$ cat config.mk
export PLATFORM = sky130hd
export DESIGN_NAME = ext_irq_ctrl
export DESIGN_NICKNAME = d
export VERILOG_FILES = /design/src/rtl/ext_irq_pkg.sv /design/src/rtl/ext_irq_sync.sv /design/src/rtl/ext_irq_func_dec.sv /design/src/rtl/ext_irq_detect.sv /design/src/rtl/ext_irq_regs.sv /design/src/rtl/ext_irq_ctrl.sv
export SDC_FILE = /design/constraint.sdc
export NUM_CORES = 1
export LEC_CHECK = 0
export BUFFER_PORTS_ARGS = -buffer_cell sky130_fd_sc_hd__buf_2
export CAP_MARGIN = 30
export CORE_AREA = 10 10 67 69
export CTS_BUF_LIST = sky130_fd_sc_hd__clkbuf_8
export CTS_CLUSTER_DIAMETER = 80
export DETAILED_ROUTE_END_ITERATION = 8
export DIE_AREA = 0 0 77 79
export PLACE_DENSITY = 0.78
export SETUP_SLACK_MARGIN = 0.5
export SLEW_MARGIN = 0
export SYNTH_ARGS = -nofsm -noshare
export SYNTH_HDL_FRONTEND = slang
export SYNTH_SLANG_ARGS = --single-unit
$ cat constraint.sdc
create_clock -name clk -period 1.5 [get_ports clk]
set_clock_uncertainty 0.05 [all_clocks]
set_input_delay 0.3 -clock clk [delete_from_list [all_inputs] [get_ports clk]]
set_output_delay 0.3 -clock clk [all_outputs]
set_load 0.05 [all_outputs]
$ cat src/rtl/ext_irq_pkg.sv
package ext_irq_pkg;

   // Register selected by the word part of the bus address
   typedef enum logic [1:0] {
      SEL_FLAG = 2'd0,
      SEL_MODE = 2'd1,
      SEL_POL  = 2'd2,
      SEL_NONE = 2'd3
   } ext_irq_sel_e;

   // Word index of each register
   localparam int unsigned WORD_FLAG = 0;
   localparam int unsigned WORD_MODE = 1;
   localparam int unsigned WORD_POL  = 2;

   // Function code that hands a pin to its interrupt channel
   localparam logic [1:0] FUNC_EXT_IRQ = 2'b01;

endpackage

$ cat src/rtl/ext_irq_sync.sv
module ext_irq_sync #(
   parameter int unsigned WIDTH  = 4,
   parameter int unsigned STAGES = 2
) (
   input  logic             clk,
   input  logic             rst_n,
   input  logic [WIDTH-1:0] d,
   output logic [WIDTH-1:0] q
);

   if (STAGES < 2) begin : g_bad_stages
      $error("ext_irq_sync: STAGES must be at least 2");
   end

   logic [WIDTH-1:0] stg_q [STAGES];

   for (genvar s = 0; s < STAGES; s++) begin : g_stage
      if (s == 0) begin : g_first
         always_ff @(posedge clk or negedge rst_n) begin
            if (!rst_n) stg_q[s] <= '0;
            else        stg_q[s] <= d;
         end
      end else begin : g_next
         always_ff @(posedge clk or negedge rst_n) begin
            if (!rst_n) stg_q[s] <= '0;
            else        stg_q[s] <= stg_q[s-1];
         end
      end
   end

   assign q = stg_q[STAGES-1];

endmodule

$ cat src/rtl/ext_irq_func_dec.sv
module ext_irq_func_dec
   import ext_irq_pkg::*;
#(
   parameter int unsigned NUM_CH    = 4,
   parameter logic [1:0]  FUNC_CODE = FUNC_EXT_IRQ
) (
   input  logic [2*NUM_CH-1:0] pin_func,
   output logic [NUM_CH-1:0]   ch_en
);

   for (genvar n = 0; n < NUM_CH; n++) begin : g_ch
      assign ch_en[n] = (pin_func[2*n +: 2] == FUNC_CODE);
   end

endmodule

$ cat src/rtl/ext_irq_detect.sv
module ext_irq_detect #(
   parameter int unsigned NUM_CH = 4
) (
   input  logic              clk,
   input  logic              rst_n,
   input  logic [NUM_CH-1:0] smp,     // synchronized pin sample
   input  logic [NUM_CH-1:0] ch_en,
   input  logic [NUM_CH-1:0] mode,    // 0 level, 1 edge
   input  logic [NUM_CH-1:0] pol,     // 0 low/falling, 1 high/rising
   output logic [NUM_CH-1:0] prev,
   output logic [NUM_CH-1:0] trig
);

   always_ff @(posedge clk or negedge rst_n) begin
      if (!rst_n) prev <= '0;
      else        prev <= smp;
   end

   for (genvar n = 0; n < NUM_CH; n++) begin : g_ch
      logic at_level;
      logic moved;
      assign at_level = ~(smp[n] ^ pol[n]);
      assign moved    = smp[n] ^ prev[n];
      always_comb begin
         if (!ch_en[n])    trig[n] = 1'b0;
         else if (mode[n]) trig[n] = at_level & moved;
         else              trig[n] = at_level;
      end
   end

endmodule

$ cat src/rtl/ext_irq_regs.sv
module ext_irq_regs
   import ext_irq_pkg::*;
#(
   parameter int unsigned NUM_CH = 4,
   parameter int unsigned DATA_W = 32,
   parameter int unsigned ADDR_W = 4
) (
   input  logic              clk,
   input  logic              rst_n,
   input  logic              bus_sel,
   input  logic              bus_wr,
   input  logic [ADDR_W-1:0] bus_addr,
   input  logic [DATA_W-1:0] bus_wdata,
   output logic [DATA_W-1:0] bus_rdata,
   input  logic [NUM_CH-1:0] trig,
   output logic [NUM_CH-1:0] mode_q,
   output logic [NUM_CH-1:0] pol_q,
   output logic [NUM_CH-1:0] flag_q,
   output logic [NUM_CH-1:0] clr_vec
);

   localparam int unsigned WORD_W = ADDR_W - 2;

   logic [WORD_W-1:0] word;
   ext_irq_sel_e      sel;
   logic              wr_hit;
   logic              rd_hit;
   logic [NUM_CH-1:0] flag_d;
   logic              unused_bits;

   assign word = bus_addr[ADDR_W-1:2];

   always_comb begin
      if      (word == WORD_W'(WORD_FLAG)) sel = SEL_FLAG;
      else if (word == WORD_W'(WORD_MODE)) sel = SEL_MODE;
      else if (word == WORD_W'(WORD_POL))  sel = SEL_POL;
      else                                 sel = SEL_NONE;
   end

   assign wr_hit = bus_sel & bus_wr;
   assign rd_hit = bus_sel & ~bus_wr;

   assign clr_vec = (wr_hit && sel == SEL_FLAG) ? bus_wdata[NUM_CH-1:0] : '0;

   // a trigger in the same cycle overrides the clear
   assign flag_d = trig | (flag_q & ~clr_vec);

   always_ff @(posedge clk or negedge rst_n) begin
      if (!rst_n) begin
         mode_q <= '0;
         pol_q  <= '0;
         flag_q <= '0;
      end else begin
         flag_q <= flag_d;
         if (wr_hit && sel == SEL_MODE) mode_q <= bus_wdata[NUM_CH-1:0];
         if (wr_hit && sel == SEL_POL)  pol_q  <= bus_wdata[NUM_CH-1:0];
      end
   end

   always_comb begin
      bus_rdata = '0;
      if (rd_hit) begin
         unique case (sel)
            SEL_FLAG: bus_rdata[NUM_CH-1:0] = flag_q;
            SEL_MODE: bus_rdata[NUM_CH-1:0] = mode_q;
            SEL_POL:  bus_rdata[NUM_CH-1:0] = pol_q;
            default:  bus_rdata = '0;
         endcase
      end
   end

   assign unused_bits = ^{bus_addr[1:0], bus_wdata};

endmodule

$ cat src/rtl/ext_irq_ctrl.sv
module ext_irq_ctrl
   import ext_irq_pkg::*;
#(
   parameter int unsigned NUM_CH      = 4,
   parameter int unsigned DATA_W      = 32,
   parameter int unsigned ADDR_W      = 4,
   parameter int unsigned SYNC_STAGES = 2,
   parameter int unsigned SHARED_CH   = 3
) (
   input  logic                clk,
   input  logic                rst_n,
   input  logic [NUM_CH-1:0]   ext_pin,
   input  logic                gpio_irq,
   input  logic [2*NUM_CH-1:0] pin_func,
   input  logic                bus_sel,
   input  logic                bus_wr,
   input  logic [ADDR_W-1:0]   bus_addr,
   input  logic [DATA_W-1:0]   bus_wdata,
   output logic [DATA_W-1:0]   bus_rdata,
   output logic [NUM_CH-1:0]   irq_req
);

   if (NUM_CH < 1 || NUM_CH > DATA_W) begin : g_bad_ch
      $error("ext_irq_ctrl: NUM_CH must lie in 1..DATA_W");
   end
   if (SHARED_CH >= NUM_CH) begin : g_bad_shared
      $error("ext_irq_ctrl: SHARED_CH must name an existing channel");
   end
   if (ADDR_W < 4) begin : g_bad_addr
      $error("ext_irq_ctrl: ADDR_W must cover three word registers");
   end
   if (SYNC_STAGES < 2) begin : g_bad_sync
      $error("ext_irq_ctrl: SYNC_STAGES must be at least 2");
   end

   logic [NUM_CH-1:0] sync_s;
   logic [NUM_CH-1:0] sync_p;
   logic [NUM_CH-1:0] ch_en;
   logic [NUM_CH-1:0] trig;
   logic [NUM_CH-1:0] mode_q;
   logic [NUM_CH-1:0] pol_q;
   logic [NUM_CH-1:0] flag_q;
   logic [NUM_CH-1:0] clr_vec;

   ext_irq_sync #(
      .WIDTH  (NUM_CH),
      .STAGES (SYNC_STAGES)
   ) sync_i (
      .clk   (clk),
      .rst_n (rst_n),
      .d     (ext_pin),
      .q     (sync_s)
   );

   ext_irq_func_dec #(
      .NUM_CH    (NUM_CH),
      .FUNC_CODE (FUNC_EXT_IRQ)
   ) func_i (
      .pin_func (pin_func),
      .ch_en    (ch_en)
   );

   ext_irq_detect #(
      .NUM_CH (NUM_CH)
   ) det_i (
      .clk   (clk),
      .rst_n (rst_n),
      .smp   (sync_s),
      .ch_en (ch_en),
      .mode  (mode_q),
      .pol   (pol_q),
      .prev  (sync_p),
      .trig  (trig)
   );

   ext_irq_regs #(
      .NUM_CH (NUM_CH),
      .DATA_W (DATA_W),
      .ADDR_W (ADDR_W)
   ) regs_i (
      .clk       (clk),
      .rst_n     (rst_n),
      .bus_sel   (bus_sel),
      .bus_wr    (bus_wr),
      .bus_addr  (bus_addr),
      .bus_wdata (bus_wdata),
      .bus_rdata (bus_rdata),
      .trig      (trig),
      .mode_q    (mode_q),
      .pol_q     (pol_q),
      .flag_q    (flag_q),
      .clr_vec   (clr_vec)
   );

   for (genvar n = 0; n < NUM_CH; n++) begin : g_req
      if (n == SHARED_CH) begin : g_shared
         assign irq_req[n] = flag_q[n] | gpio_irq;
      end else begin : g_plain
         assign irq_req[n] = flag_q[n];
      end
   end

endmodule

; Word level (Yosys, flattened, before mapping)
; Cells that the tools add are included.
[totals]
register_bits = 24
inputBits = 53
output_inout_bits = 36
word_cells = 56
[classes]
n_eq_ne = 8
n_mux = 14
bitwise = 23
n_reduce_logical = 5
[ops]
columns = op, count
row1 = "2-bit by 1-bit equality test with 1-bit output, second input constant", 6
row2 = 4-bit case mux with 3 select lines, 1
row3 = 1-bit 2-to-1 mux, 9
row4 = 4-bit 2-to-1 mux, 2
row5 = 1-bit XOR, 8
row6 = 1-bit bitwise AND, 6
row7 = 1-bit NOT, 5
row8 = 4-bit bitwise AND, 1
row9 = "2-bit equality test, second input constant", 2
row10 = 2-bit zero test, 2
row11 = 2-bit 2-to-1 mux, 2
row12 = 4-bit NOT, 1
row13 = 4-bit bitwise OR, 1
row14 = 1-bit logical AND, 3
row15 = 1-bit bitwise OR, 1

; Longest topological paths before layout
; Gate-level depths: netlist of the first run.
[logic_depth]
word_depth = 10
ltp_mapped = 4
depth_no_buf = 3

; Hierarchy
; Synthesis of the first run repeated with hierarchy kept, for this count alone.
[unflattened]
hier_cells = 124
hier_area_um2 = 1411.4
[modules_own_cells]
columns = module, instances, cells_each, area_each_um2, seq_area_each_um2
row1 = ext_irq_regs, 1, 84, 869.6, 300.3
row2 = ext_irq_detect, 1, 23, 250.2, 100.1
row3 = ext_irq_sync, 1, 12, 230.2, 200.2
row4 = ext_irq_func_dec, 1, 4, 55.1, 0.0
row5 = ext_irq_ctrl, 1, 1, 6.3, 0.0

; Least setup slack after synthesis of the first run
; Ideal clock, no wire load.
[synth_path]
path_type = input to output
from = input port bus_addr[2]
to = output port bus_rdata[0]
t_arrival_ps = 1528
t_required_ps = 1150
setup_slack_ps = -378
path_stages = 4
path_buffers = 1
cell_sequence = buf_4 mux2i_1 or2_1 a21oi_1
[synth_between]
elab_chain_cells = 7
elab_cells_between_ends = 11
cone_classes = eq/ne: 4 / mux: 5 / reduce/logical: 2
[synth_rtl]
columns = element, line_no
row1 = start: declaration, ext_irq_ctrl.sv:17  ; input logic [ADDR_W-1:0] bus_addr,
row2 = 2-bit equality test, ext_irq_regs.sv:36  ; else if (word == WORD_W'(WORD_POL)) sel = SEL_POL;
row3 = 1-bit 2-to-1 mux, ext_irq_regs.sv:36
row4 = 2-bit 2-to-1 mux, ext_irq_regs.sv:35  ; else if (word == WORD_W'(WORD_MODE)) sel = SEL_MODE;
row5 = 2-bit 2-to-1 mux *, ext_irq_regs.sv:34  ; if (word == WORD_W'(WORD_FLAG)) sel = SEL_FLAG;
row6 = 2-bit equality test (tied with other cells), ext_irq_regs.sv:63  ; unique case (sel)
row7 = 4-bit case mux with 3 select lines *, ext_irq_regs.sv:63
row8 = 4-bit 2-to-1 mux *, ext_irq_regs.sv:62  ; if (rd_hit) begin
row9 = end: declaration, ext_irq_ctrl.sv:19  ; output logic [DATA_W-1:0] bus_rdata,
; Every way passes the cells marked *; elsewhere a longest branch is shown, timed or not.

; Final worst setup path of the first run
[layout_path]
from = register regs_i.flag_q[0]
to = output port bus_rdata[0]
[layout_between]
elab_chain_cells = 2
[layout_rtl]
columns = element, line_no
row1 = start: declaration, ext_irq_regs.sv:18  ; output logic [NUM_CH-1:0] flag_q,
row2 = start signal: assignment, ext_irq_regs.sv:54  ; flag_q <= flag_d;
row3 = 4-bit case mux with 3 select lines, ext_irq_regs.sv:63
row4 = 4-bit 2-to-1 mux, ext_irq_regs.sv:62
; No other way between the ends.

==> flow_metrics.env, run 1 <==
export IMPL_rr_worst_depth=5
export IMPL_fin_cells=212
export IMPL_synth_top_area_cell="dfrtp_1"
export IMPL_grt_usage_pct=9.54
export IMPL_power_density_nw_per_um2=1110
export IMPL_tightest_slew_ps=521
export IMPL_path_class="reg -> out"
export IMPL_post_route_period_util_pct=107
export IMPL_io_pins=89
export IMPL_hold_ws_ps=-56.3
export IMPL_setup_slack_ps=-108
export IMPL_rows=21
export IMPL_dr_total_vias=919
export IMPL_ys_seq_elements=24
export IMPL_start_util_pct=39.8
export IMPL_clk_pin_slew_worst_paths_ps=80
export IMPL_synthCells=112
export IMPL_tritoncts="yes"
export IMPL_grt_pass1_wl_um=4790
export IMPL_worstSetupStartpointType="register"
export IMPL_grt_pass1_vias=1022
export IMPL_dr_pass1_iters=4
export IMPL_synth_avg_cell_area_sq_um=11.5
export IMPL_end_kind="output port"
export IMPL_netlist_area_sq_um=1280
export IMPL_port_buffers=30
export IMPL_drc=0
export IMPL_setup_viol=4
export IMPL_clock_path_buffers=2
export IMPL_rsz0062_at_grt="yes"
export IMPL_gr_total_overflow=0
export IMPL_critPathRequiredTime_ps=1150
export IMPL_relSlewSlack_pct=65.3
export IMPL_crit_arrival_ps=1260
export IMPL_dieArea_sq_um=6080
export IMPL_fin_util_pct=56.6
export IMPL_violations="negative hold slack, negative setup slack"
export IMPL_min_period_ps=1610
export IMPL_finalMaxSlewViolations=0
export IMPL_setup_tns_ps=-408
export IMPL_hold_class="in -> async"
export IMPL_vias_per_cell=4.33
export IMPL_postPlaceCellArea_sq_um=1450
export IMPL_grt_max_degree=25
export IMPL_synth_area_leaders="dfrtp_1 (47%), buf_4 (19%), mux2_4 (4.7%), mux2_2 (3.5%), nand2_1 (3.2%)"
export IMPL_detail_route_antenna_nets=0
export IMPL_gp_congestion=0.797
export IMPL_status="complete, but fails checks"
export IMPL_wire_per_inst_um=14.3
export IMPL_p_leak_nw=0.895
export IMPL_htree_levels=1
export IMPL_maxCapViolCount=0
export IMPL_die_y_um=79
export IMPL_ys_types=25
export IMPL_ir_worst_vdd_mv=0.749
export IMPL_wl_um=3030
export IMPL_cts_buffers=3
export IMPL_dp_hpwl_um=2270
export IMPL_placed_cells=189
export IMPL_first_iter_violations=17
export IMPL_cts_sinks=24
export IMPL_ys_seq_area_share_pct=46.7
export IMPL_die_width_um=77
export IMPL_r2r_setup_slack_ps=300
export IMPL_antenna_cells=0
export IMPL_cp_max_fo=2
export IMPL_syn2layout_area_growth_pct=42.3
export IMPL_drive_gt1_share_pct=47.0
export IMPL_finalHoldViolCount=24
export IMPL_insertion_delay_ps=270
export IMPL_synth_top_area_share_pct=46.7
export IMPL_yosys_warnings=0
export IMPL_nNetsFinal=221
export IMPL_fin_area_sq_um=1830
export IMPL_coreArea_sq_um=3230
export IMPL_grt_antenna_before_repair=0
export IMPL_root_buffer="clkbuf_8"
export IMPL_clock_fmax_mhz=622
## cell type report
| type | instances | area (sq um) |
|---|---|---|
| multi-input combinational | 82 | 611 |
| sequential | 24 | 601 |
| timing repair buffer | 56 | 514 |
| clock buffer | 3 | 41.3 |
| fill | 277 | 1400 |
| inverter | 1 | 3.75 |
| tap | 46 | 57.6 |
## cells in the mapped netlist
cell        n
mux2_4      4
xor2_1      3
a21oi_1     3
inv_1       1
nand2_1    11
buf_4      32
nor2b_4     1
xnor2_1     3
nand3_4     1
or2_2       1
a22o_1      4
or2_1       3
nand4b_1    1
nand2b_1    1
a2bb2oi_1   1
nand3b_1    1
and4bb_1    1
nor2_1      2
mux2_2      4
conb_1      1
nor3b_1     3
a21boi_0    1
mux2i_1     4
a32o_1      1
dfrtp_1    24
## layer usage
layer	track usage, %	vias up	wire, um
li1	-	425	-
met1	9.65	439	1140
met2	16.7	50	1490
met3	4.95	5	354
met4	3.28	0	51
met5	0	-	0
## worst max-delay path, cell delays in order (launching register included)
cell and delay, ps:
dfrtp_1 360, mux2i_1 70, or2_1 250, a21oi_4 140
buf_6 170
## metrics by stage
stage	setup WS [ps]	total power [mW]	hold WS, ps
final	-108	2.02	-56.3
after global routing	-181	2.12	-23.9
after CTS	-104	1.95	-26.0
after detailed placement	-173	1.40	259
after global placement	-127	1.38	245
after floorplan	2.76	1.35	-45.6
## worst paths after layout
path                                       start                to
min in group clk                      ext_pin[2]   sync_i.stg_q[6]
worst min-delay path                       rst_n   sync_i.stg_q[6]
worst min register to register   sync_i.stg_q[4]       sync_i.q[0]
worst max-delay path            regs_i.flag_q[0]      bus_rdata[0]
max in group asynchronous                  rst_n   regs_i.pol_q[0]
worst max register to register  regs_i.mode_q[2]  regs_i.flag_q[2]
## what timing repair did
item                                    CTS  global route
buffers inserted                         11             9
endpoints found under the setup margin   20            16
gates cloned                              0             0
endpoints found under the hold margin    24            24
gates resized for setup                  38            14
pin swaps                                 6            10
## kinds of logic after synthesis
logic type / synth area share, %
buffers and inverters: 19.0
AO/OA/AOI/OAI: 5.94
XOR/XNOR: 4.09
flip-flops: 46.7
AND/OR/NAND/NOR: 12.7
other: 0.292
multiplexers: 11.3
## report_power, final
| group | total (mW) | switching (mW) | leakage, nW | internal (mW) |
|---|---|---|---|---|
| Clock | 0.370 | 0.190 | 0.0216 | 0.180 |
| Sequential | 0.805 | 0.0679 | 0.277 | 0.737 |
| Combinational | 0.849 | 0.450 | 0.597 | 0.399 |
| Total | 2.02 | 0.707 | 0.895 | 1.32 |
## layout by cell type, fill, tap and decap left out, drive strengths merged, types with 2 or more instances in the layout
master	n
mux2i	4
a22o	4
buf	56
dfrtp	24
nor2	2
or2	4
mux2	8
xor2	3
nor3b	3
clkbuf	3
conb	28
nand2	11
a21oi	3
xnor2	3
## flip-flops by register name, summed over array words and instances (netlist names)
signal         cells
det_i.prev         4
sync_i.q           4
regs_i.pol_q       4
regs_i.flag_q      4
sync_i.stg_q       4
regs_i.mode_q      4
(Power assumes the default switching activity.)
==> inputs of run 2 (changes only) <==
RECOVER_POWER = 25   (was default)
==> run 2 against run 1 <==
Compared with the run above: the run ends with negative setup slack left; final area about the same; total power decreased by 0.17%; sequential share of layout area about the same; global-route usage unchanged; setup slack improved by 3.4 ps; first-iteration DRC count increased by 12%; sequential power about the same; largest power group unchanged; non-clock buffer count unchanged; hold slack improved by 140 ps.
==> flow_metrics.env, run 2 (synthesized netlist as in run 1, its figures left out) <==
export IMPL_dr_pass1_iters=3
export IMPL_dieArea_sq_um=6080
export IMPL_tightest_slew_ps=1240
export IMPL_min_period_ps=1600
export IMPL_die_y_um=79
export IMPL_wire_per_inst_um=14.2
export IMPL_insertion_delay_ps=270
export IMPL_cp_cell_sequence="mux2i_1, or2_1, a21oi_4, buf_6"
export IMPL_ir_worst_vdd_mv=0.750
export IMPL_worstHoldStart="ext_pin[2]"
export IMPL_clockPowerShare_pct=18.2
export IMPL_cts_buffers=3
export IMPL_p_sw_share_pct=34.9
export IMPL_gp_congestion=0.797
export IMPL_mostFrequentLayoutCells="conb_1 (28), dfrtp_1 (24), buf_6 (17), buf_2 (17), buf_4 (13)"
export IMPL_worstSetupStartpointType="register"
export IMPL_path_class="reg -> out"
export IMPL_die_width_um=77
export IMPL_post_route_period_util_pct=107
export IMPL_crit_arrival_ps=1250
export IMPL_crit_buf_inv=1
export IMPL_grt_pass1_vias=1022
export IMPL_tritoncts="yes"
export IMPL_rsz0062_at_grt="yes"
export IMPL_hold_path_depth=1
export IMPL_coreArea_sq_um=3230
export IMPL_setup_viol=4
export IMPL_status="complete, but fails checks"
export IMPL_min_to="sync_i.stg_q[6]"
export IMPL_root_buffer="clkbuf_8"
export IMPL_cpPeakStageDelay_ps=360
export IMPL_rows=21
export IMPL_seqPwrFrac_pct=39.9
export IMPL_grt_max_degree=25
export IMPL_grt_pass1_wl_um=4790
export IMPL_grt_antenna_before_repair=0
export IMPL_regToRegEndpoint="regs_i.flag_q[2]"
export IMPL_power_share_combinational_pct=42.0
export IMPL_rr_worst_depth=5
export IMPL_drive_gt1_share_pct=46.4
export IMPL_hold_class="in -> reg"
export IMPL_layout_commonest_cell="conb_1"
export IMPL_syn2layout_area_growth_pct=42.2
export IMPL_detail_route_antenna_nets=0
export IMPL_cp_slowest_cell="dfrtp_1"
export IMPL_drc=0
export IMPL_grt_usage_pct=9.54
export IMPL_critPathRequiredTime_ps=1150
export IMPL_violations="negative setup slack"
export IMPL_cp_max_fo=2
export IMPL_switchingPower_mw=0.705
export IMPL_postPlaceCellArea_sq_um=1450
export IMPL_cts_sinks=24
export IMPL_dp_hpwl_um=2270
export IMPL_vias_per_cell=4.34
export IMPL_setup_slack_ps=-105
export IMPL_first_iter_violations=19
export IMPL_htree_levels=1
export IMPL_nNetsFinal=221
export IMPL_io_pins=89
export IMPL_finalMaxSlewViolations=0
export IMPL_wl_um=3020
export IMPL_fin_util_pct=56.5
export IMPL_clock_fmax_mhz=623
export IMPL_maxCapViolCount=0
export IMPL_p_leak_nw=0.893
export IMPL_critPathTopFamily="flip-flops"
export IMPL_rr_startpoint="regs_i.mode_q[2]"
export IMPL_r2r_setup_slack_ps=300
export IMPL_relSlewSlack_pct=17.1
export IMPL_intPower_mw=1.31
export IMPL_gr_total_overflow=0
export IMPL_end_kind="output port"
export IMPL_power_total_mw=2.02
export IMPL_clk_pin_slew_worst_paths_ps=80
export IMPL_dr_total_vias=920
export IMPL_finalHoldViolCount=0
export IMPL_clock_path_buffers=2
export IMPL_power_density_nw_per_um2=1110
export IMPL_fin_area_sq_um=1830
export IMPL_port_buffers=30
export IMPL_start_util_pct=39.8
export IMPL_fillCellCount=277
export IMPL_antenna_cells=0
[run 2: metrics by stage]
step | TNS [ps] | worst slack (ps) | cells | hold slack (ps)
after floorplan | 0 | 2.76 | 139 | -45.6
after CTS | -398 | -104 | 203 | -26.0
after detailed placement | -574 | -173 | 189 | 259
after global routing | -713 | -181 | 212 | 71.9
after global placement | -455 | -127 | 189 | 245
final | -394 | -105 | 212 | 81.3
[run 2: worst max path at each step]
stage	from	end	slack, ps	cells after the start
detailed placement	bus_addr[2]	bus_rdata[2]	-170	5
global route	regs_i.mode_q[1]	bus_rdata[1]	-180	4
finish	regs_i.flag_q[0]	bus_rdata[0]	-100	4
CTS	regs_i.flag_q[2]	bus_rdata[2]	-100	4
floorplan	bus_addr[2]	bus_rdata[0]	3	4
global placement	bus_addr[2]	bus_rdata[2]	-130	5
[run 2: final cells by class]
class	count	area, sq um	share of cell area (%)
inverters	1	3.75	0.205
multi-input cells	82	611	33.4
flip-flops and latches	24	601	32.9
clock buffers	3	41.3	2.26
well taps	46	57.6	3.15
repair buffers	56	513	28.1
[run 2: per-layer routing]
metal	global-route usage, %	vias up	wire [um]
met1	9.65	442	1130
li1	-	425	-
met2	16.7	48	1490
met5	0	-	0
met3	4.95	5	345
met4	3.28	0	51
[run 2: what timing repair did]
item / in CTS / in global routing
gates resized for setup: 38 / 14
endpoints found under the hold margin: 24 / 24
endpoints found under the setup margin: 20 / 16
setup buffers: 11 / 9
pin swaps: 6 / 10
[run 2: power groups by stage]
stage	clock (mW)	sequential, mW	combinational [mW]
after global routing	0.402	0.820	0.895
after detailed placement	0	0.824	0.577
after floorplan	0	0.803	0.544
final	0.367	0.805	0.848
after CTS	0.372	0.803	0.773
after global placement	0	0.815	0.562
[run 2: worst register-to-register path: stages (launching register included)]
cell and delay (ps):
dfrtp_1 350, buf_4 110, buf_6 90, a21boi_2 50
a22o_1 220, a32o_1 220
